File: src/rtl/ssc_pkg.sv
package ssc_pkg;
    localparam int OFS_W         = 17;
    localparam int CODE_W        = 5;
    localparam int K_W           = 5;
    localparam int K_MAX         = 16;
    localparam int CNT_W         = 24;
    localparam int CTR_UNIT_PPM  = 1250;
    localparam int SPAN_UNIT_PPM = 2500;

    typedef struct packed {
        logic              active;
        logic              down;
        logic              fast;
        logic [K_W-1:0]    k;
        logic [CNT_W-1:0]  tick;
        logic [OFS_W-1:0]  pos;
        logic [CNT_W-1:0]  err;
        logic              rise;
        logic              wrap;
    } ssc_state_t;
endpackage

File: src/rtl/ssc_code_clamp.sv
module ssc_code_clamp
    import ssc_pkg::*;
(
    input  logic [CODE_W-1:0] code_i,
    output logic [K_W-1:0]    k_o
);
    always_comb begin
        if (code_i == '0) begin
            k_o = K_W'(1);
        end else if (int'(code_i) > K_MAX) begin
            k_o = K_W'(K_MAX);
        end else begin
            k_o = K_W'(code_i);
        end
    end
endmodule

File: src/rtl/ssc_profile_bounds.sv
module ssc_profile_bounds
    import ssc_pkg::*;
(
    input  logic                    down_i,
    input  logic [K_W-1:0]          k_i,
    output logic signed [OFS_W-1:0] min_o,
    output logic signed [OFS_W-1:0] max_o
);
    logic [OFS_W-1:0] unit_mag;
    logic [OFS_W-1:0] mag;

    always_comb begin
        unit_mag = down_i ? OFS_W'(SPAN_UNIT_PPM) : OFS_W'(CTR_UNIT_PPM);
        mag      = OFS_W'(OFS_W'(k_i) * unit_mag);
        min_o    = -$signed(mag);
        max_o    = down_i ? '0 : $signed(mag);
    end
endmodule

File: src/rtl/ssc_step_table.sv
module ssc_step_table
    import ssc_pkg::*;
#(
    parameter longint CLK_HZ       = 100_000_000,
    parameter longint RATE_SLOW_HZ = 32_000,
    parameter longint RATE_FAST_HZ = 120_000
) (
    input  logic [K_W-1:0]   k_i,
    input  logic             fast_i,
    output logic [OFS_W-1:0] quot_o,
    output logic [CNT_W-1:0] rem_o,
    output logic [CNT_W-1:0] half_o
);
    localparam longint HALF_SLOW = CLK_HZ / (2 * RATE_SLOW_HZ);
    localparam longint HALF_FAST = CLK_HZ / (2 * RATE_FAST_HZ);

    logic [OFS_W-1:0] q_slow [K_MAX];
    logic [OFS_W-1:0] q_fast [K_MAX];
    logic [CNT_W-1:0] r_slow [K_MAX];
    logic [CNT_W-1:0] r_fast [K_MAX];

    for (genvar i = 0; i < K_MAX; i++) begin : g_code
        localparam longint SPAN = longint'(i + 1) * SPAN_UNIT_PPM;
        assign q_slow[i] = OFS_W'(SPAN / HALF_SLOW);
        assign r_slow[i] = CNT_W'(SPAN % HALF_SLOW);
        assign q_fast[i] = OFS_W'(SPAN / HALF_FAST);
        assign r_fast[i] = CNT_W'(SPAN % HALF_FAST);
    end

    logic [K_W-1:0] idx;

    always_comb begin
        idx    = (k_i == '0) ? '0 : K_W'(k_i - K_W'(1));
        quot_o = fast_i ? q_fast[idx[3:0]] : q_slow[idx[3:0]];
        rem_o  = fast_i ? r_fast[idx[3:0]] : r_slow[idx[3:0]];
        half_o = fast_i ? CNT_W'(HALF_FAST) : CNT_W'(HALF_SLOW);
    end
endmodule

File: src/rtl/ssc_dda_step.sv
module ssc_dda_step
    import ssc_pkg::*;
(
    input  logic [CNT_W-1:0] err_i,
    input  logic [OFS_W-1:0] quot_i,
    input  logic [CNT_W-1:0] rem_i,
    input  logic [CNT_W-1:0] half_i,
    output logic [OFS_W-1:0] delta_o,
    output logic [CNT_W-1:0] err_o
);
    logic [CNT_W-1:0] sum;
    logic             carry;

    always_comb begin
        sum     = err_i + rem_i;
        carry   = (sum >= half_i);
        err_o   = carry ? (sum - half_i) : sum;
        delta_o = quot_i + OFS_W'(carry);
    end
endmodule

File: src/rtl/ssc_tri_gen.sv
module ssc_tri_gen
    import ssc_pkg::*;
#(
    parameter longint CLK_HZ       = 100_000_000,
    parameter longint RATE_SLOW_HZ = 32_000,
    parameter longint RATE_FAST_HZ = 120_000
) (
    input  logic                    clk_i,
    input  logic                    rst_i,
    input  logic                    en_i,
    input  logic                    down_i,
    input  logic [4:0]              dev_code_i,
    input  logic                    fast_i,
    output logic signed [16:0]      offset_o,
    output logic                    phase_up_o,
    output logic                    wrap_o
);
    ssc_state_t s_q, s_d;

    logic [K_W-1:0]          k_in;
    logic signed [OFS_W-1:0] min_ofs, max_ofs;
    logic [OFS_W-1:0]        quot;
    logic [CNT_W-1:0]        rem, half;
    logic [OFS_W-1:0]        delta;
    logic [CNT_W-1:0]        err_nx;

    ssc_code_clamp u_clamp (
        .code_i (dev_code_i),
        .k_o    (k_in)
    );

    ssc_profile_bounds u_bounds (
        .down_i (s_q.down),
        .k_i    (s_q.k),
        .min_o  (min_ofs),
        .max_o  (max_ofs)
    );

    ssc_step_table #(
        .CLK_HZ       (CLK_HZ),
        .RATE_SLOW_HZ (RATE_SLOW_HZ),
        .RATE_FAST_HZ (RATE_FAST_HZ)
    ) u_table (
        .k_i    (s_q.k),
        .fast_i (s_q.fast),
        .quot_o (quot),
        .rem_o  (rem),
        .half_o (half)
    );

    ssc_dda_step u_dda (
        .err_i   (s_q.err),
        .quot_i  (quot),
        .rem_i   (rem),
        .half_i  (half),
        .delta_o (delta),
        .err_o   (err_nx)
    );

    always_comb begin
        s_d      = s_q;
        s_d.wrap = 1'b0;
        if (!en_i) begin
            s_d      = '0;
            s_d.rise = 1'b1;
        end else if (!s_q.active) begin
            s_d.active = 1'b1;
            s_d.down   = down_i;
            s_d.fast   = fast_i;
            s_d.k      = k_in;
            s_d.tick   = '0;
            s_d.pos    = '0;
            s_d.err    = '0;
            s_d.rise   = 1'b1;
        end else begin
            s_d.err = err_nx;
            s_d.pos = s_q.rise ? (s_q.pos + delta) : (s_q.pos - delta);
            if (s_q.tick == half - CNT_W'(1)) begin
                s_d.tick = '0;
                s_d.err  = '0;
                if (s_q.rise) begin
                    s_d.rise = 1'b0;
                end else begin
                    s_d.rise = 1'b1;
                    s_d.wrap = 1'b1;
                    s_d.pos  = '0;
                    s_d.down = down_i;
                    s_d.fast = fast_i;
                    s_d.k    = k_in;
                end
            end else begin
                s_d.tick = s_q.tick + CNT_W'(1);
            end
        end
    end

    always_ff @(posedge clk_i) begin
        if (rst_i) begin
            s_q      <= '0;
            s_q.rise <= 1'b1;
        end else begin
            s_q <= s_d;
        end
    end

    assign offset_o   = s_q.active ? (min_ofs + $signed(s_q.pos)) : '0;
    assign phase_up_o = s_q.active & s_q.rise;
    assign wrap_o     = s_q.wrap;


    idle_zero_chk: assert property (@(posedge clk_i) disable iff (rst_i)
        !en_i |=> (offset_o == '0 && !phase_up_o && !wrap_o));


    band_limit_chk: assert property (@(posedge clk_i) disable iff (rst_i)
        s_q.active |-> (offset_o >= min_ofs && offset_o <= max_ofs));


    down_ceiling_chk: assert property (@(posedge clk_i) disable iff (rst_i)
        (s_q.active && s_q.down) |-> offset_o <= 17'sd0);


    wrap_single_chk: assert property (@(posedge clk_i) disable iff (rst_i)
        wrap_o |=> !wrap_o);


    wrap_rising_chk: assert property (@(posedge clk_i) disable iff (rst_i)
        wrap_o |-> (phase_up_o && $past(!phase_up_o)));


    step_bound_chk: assert property (@(posedge clk_i) disable iff (rst_i)
        (s_q.active && $past(s_q.active) && !wrap_o) |->
        ((offset_o - $past(offset_o)) <= $signed(quot + OFS_W'(1)) &&
         ($past(offset_o) - offset_o) <= $signed(quot + OFS_W'(1))));
endmodule

File: config.mk
export PLATFORM = sky130hd
export DESIGN_NAME = ssc_tri_gen
export DESIGN_NICKNAME = d
export VERILOG_FILES = /design/src/rtl/ssc_pkg.sv /design/src/rtl/ssc_code_clamp.sv /design/src/rtl/ssc_profile_bounds.sv /design/src/rtl/ssc_step_table.sv /design/src/rtl/ssc_dda_step.sv /design/src/rtl/ssc_tri_gen.sv
export SDC_FILE = /design/constraint.sdc
export NUM_CORES = 1
export LEC_CHECK = 0
export ABC_CLOCK_PERIOD_IN_PS = 10500
export BUFFER_PORTS_ARGS = -buffer_cell sky130_fd_sc_hd__buf_2
export CAP_MARGIN = 25
export CORE_MARGIN = 2
export CORE_UTILIZATION = 39
export DETAILED_ROUTE_END_ITERATION = 8
export GPL_ROUTABILITY_DRIVEN = 0
export GPL_TIMING_DRIVEN = 0
export PLACE_DENSITY_LB_ADDON = 0.05
export REMOVE_ABC_BUFFERS = 1
export SETUP_SLACK_MARGIN = 0.2
export SLEW_MARGIN = 20
export SYNTH_ARGS = -nofsm -noshare
export SYNTH_HDL_FRONTEND = slang
export SYNTH_SLANG_ARGS = --single-unit
File: constraint.sdc
create_clock -name clk_i -period 10.5 [get_ports clk_i]
set_clock_uncertainty 0.1 [all_clocks]
set_input_delay 1.05 -clock clk_i [delete_from_list [all_inputs] [get_ports clk_i]]
set_output_delay 1.05 -clock clk_i [all_outputs]
set_load 0.02 [all_outputs]
==> run metrics <==
Final Core Density 0.448; total power 1.10 mW; Clock transition at path regs 70 ps; row count 50; vias per cell 5.20; most frequent cells in the layout nor2_1, nand2_1, ha_1; Max Cap Viol 0; Syn. warnings 0; Inst Count DP 1227; Worst setup EP type register; critical-path maximum fanout 14; nature of the critical path startpoint register; cells after synthesis 960; Final Max Slew Viols 0; first-pass GRT wire length approximately 31000 um; final setup fails 0; initial antenna violation count 0; DRC errors left 0; #FFs+latches synth 74; slowest stage delay, CP 570 ps; I/O pin cnt 29; clock tree buffer depth 2; Port Buffers 28; R2R Setup Slk 870 ps; Worst path slowest cell dfxtp_1; total wire length roughly 19000 um; CTS buffer count 9; # nets final 1102; final period utilization 0.917; total die area 0.0205 mm2; Non-Filler Instances between 1000 and 1500; DRT Pass-1 Iters 4; n_diodes 0; most common cell after layout, fill and taps aside nor2_1; peak supply drop 84.3 uV; via count 6488; CTS sink count 74; post-DP HPWL 14300 um; leakage 3.60 nW; Worst slew margin 0.394; CTS tree done; core footprint 0.0188 mm2; Cell Area, Placed about 0.008 mm2; Worst Max-Slew Pin Slew 908 ps; Avg Inst Size Synth 7.87 um2; final hold violation count 0; Mapped Area 0.00755 mm2; Worst Path Arrival about 9800 ps; post-route design area 0.00844 mm2; register area share after synthesis 0.196; Initial Util 0.401; die height between 100 and 150 um; power per cell area ~130 mW/mm2; ys flop type dfxtp_1; Worst Path Class, Setup reg2reg; GR Overflow Total 0; RSZ-0062 raised after global routing false; H-tree levels 3; clk root buf clkbuf_16; minimum clock period 9630 ps; worst hold-check path type reg2reg; Post-synth EDFFs 0; DRT iter0 DRCs roughly 340; WL per Instance 14.9 um; status complete, no violations; hold-fix buffers at CTS 0; Max Fclk roughly 100 MHz; Post-synth ARST share 0; P&R area growth vs syn 11.8%; Die X 143 um; gr usage total 0.191; largest net degree at the start of global routing 27; Synth cell types 82; vias in the first global route a little over 6000; Most Frequent Cell on Critical Path ha_1; WP data required 10700 ps; Antenna Violating Nets Remaining 0; clock latency on the worst-skew pair 350 ps; layout cells sized above 1 0.103
state kept, by name, summed over array words and instances (netlist names):
| signal | count |
|---|---|
| s_q | 73 |
| wrap_o | 1 |
routing by layer:
layer | global-route usage | share of wire
met5 | 0 | 0
met4 | 0.0427 | 0.0088
met3 | 0.0262 | 0.027
met2 | 0.300 | 0.44
met1 | 0.276 | 0.53
critical path, delay by kind of cell (launching register included):
family,cells,cell delay (ps)
adder cells (fa/ha/maj),6,1910
buffers and inverters,3,460
AND/OR/NAND/NOR,14,2570
AO/OA/AOI/OAI,13,2920
multiplexers,1,300
flip-flops,1,570
XOR/XNOR,4,760
layout make-up:
class / instances / area [um2]
fillers: 1928 / 10400
multi-input cells: 779 / 5790
flip-flops and latches: 74 / 1480
well taps: 260 / 325
inverters: 84 / 318
clock buffers: 9 / 225
repair buffers: 35 / 213
clock inverters: 7 / 85.1
logic make-up after synthesis:
family          Yosys count  synth area share
simple gates            373             0.248
compound gates          193             0.175
buf+inv                 110            0.0580
fa+ha+maj               109             0.204
xor+xnor                 91             0.107
flops                    74             0.196
mux                       8            0.0109
other cells               2          0.000995
repair_timing:
action | in CTS | in global routing
gates cloned | 0 | 0
setup endpoints to repair | 10 | 7
setup buffers | 2 | 3
resized for setup | 10 | 20
pin swaps | 1 | 2
power breakdown:
group	switching (mW)	leakage, nW	internal [mW]
combinational	0.272	2.85	0.196
sequential	0.00920	0.598	0.286
clock	0.144	0.146	0.189
total	0.425	3.60	0.671
per-stage QoR:
step	setup WS, ps	setup TNS (ps)	hold slack [ps]
floorplan	752	0	325
global placement	-2140	-14410	366
detailed placement	-1350	-6260	369
CTS	272	0	387
global route	215	0	426
finish	869	0	371
synthesized netlist by cell type, types with 6 or more instances:
master    number  share of area
dfxtp_1       74           0.20
a21oi_1       59          0.039
xnor2_1       52          0.060
or3_1         10         0.0083
and2_1        20          0.017
o21ai_0       41          0.027
a21o_1         6         0.0060
nor3_1        23          0.015
nor4_1         8         0.0066
clkbuf_1      20         0.0099
and3_1        18          0.015
nand4_1        9         0.0075
a31oi_1        8         0.0066
a211oi_1      12          0.012
ha_1          85           0.14
inv_1         83          0.041
fa_1          24          0.064
nor2_1        98          0.049
nor3b_1       10         0.0099
nor2b_1       10         0.0083
nand3_1       41          0.027
xor2_1        38          0.044
nand2_1       87          0.043
mux2i_1        6         0.0080
nand2b_1      14          0.012
path summary, 6_finish.rpt:
check,to,depth (start not counted),start
worst max-delay path,s_q[42]$_SDFF_PP0_,41,s_q[68]$_SDFFE_PP0P_
worst max register to register,s_q[42]$_SDFF_PP0_,41,s_q[68]$_SDFFE_PP0P_
worst min-delay path,s_q[43]$_SDFF_PP0_,1,s_q[43]$_SDFF_PP0_
worst min register to register,s_q[43]$_SDFF_PP0_,1,s_q[43]$_SDFF_PP0_
(Power assumes the default switching activity.)
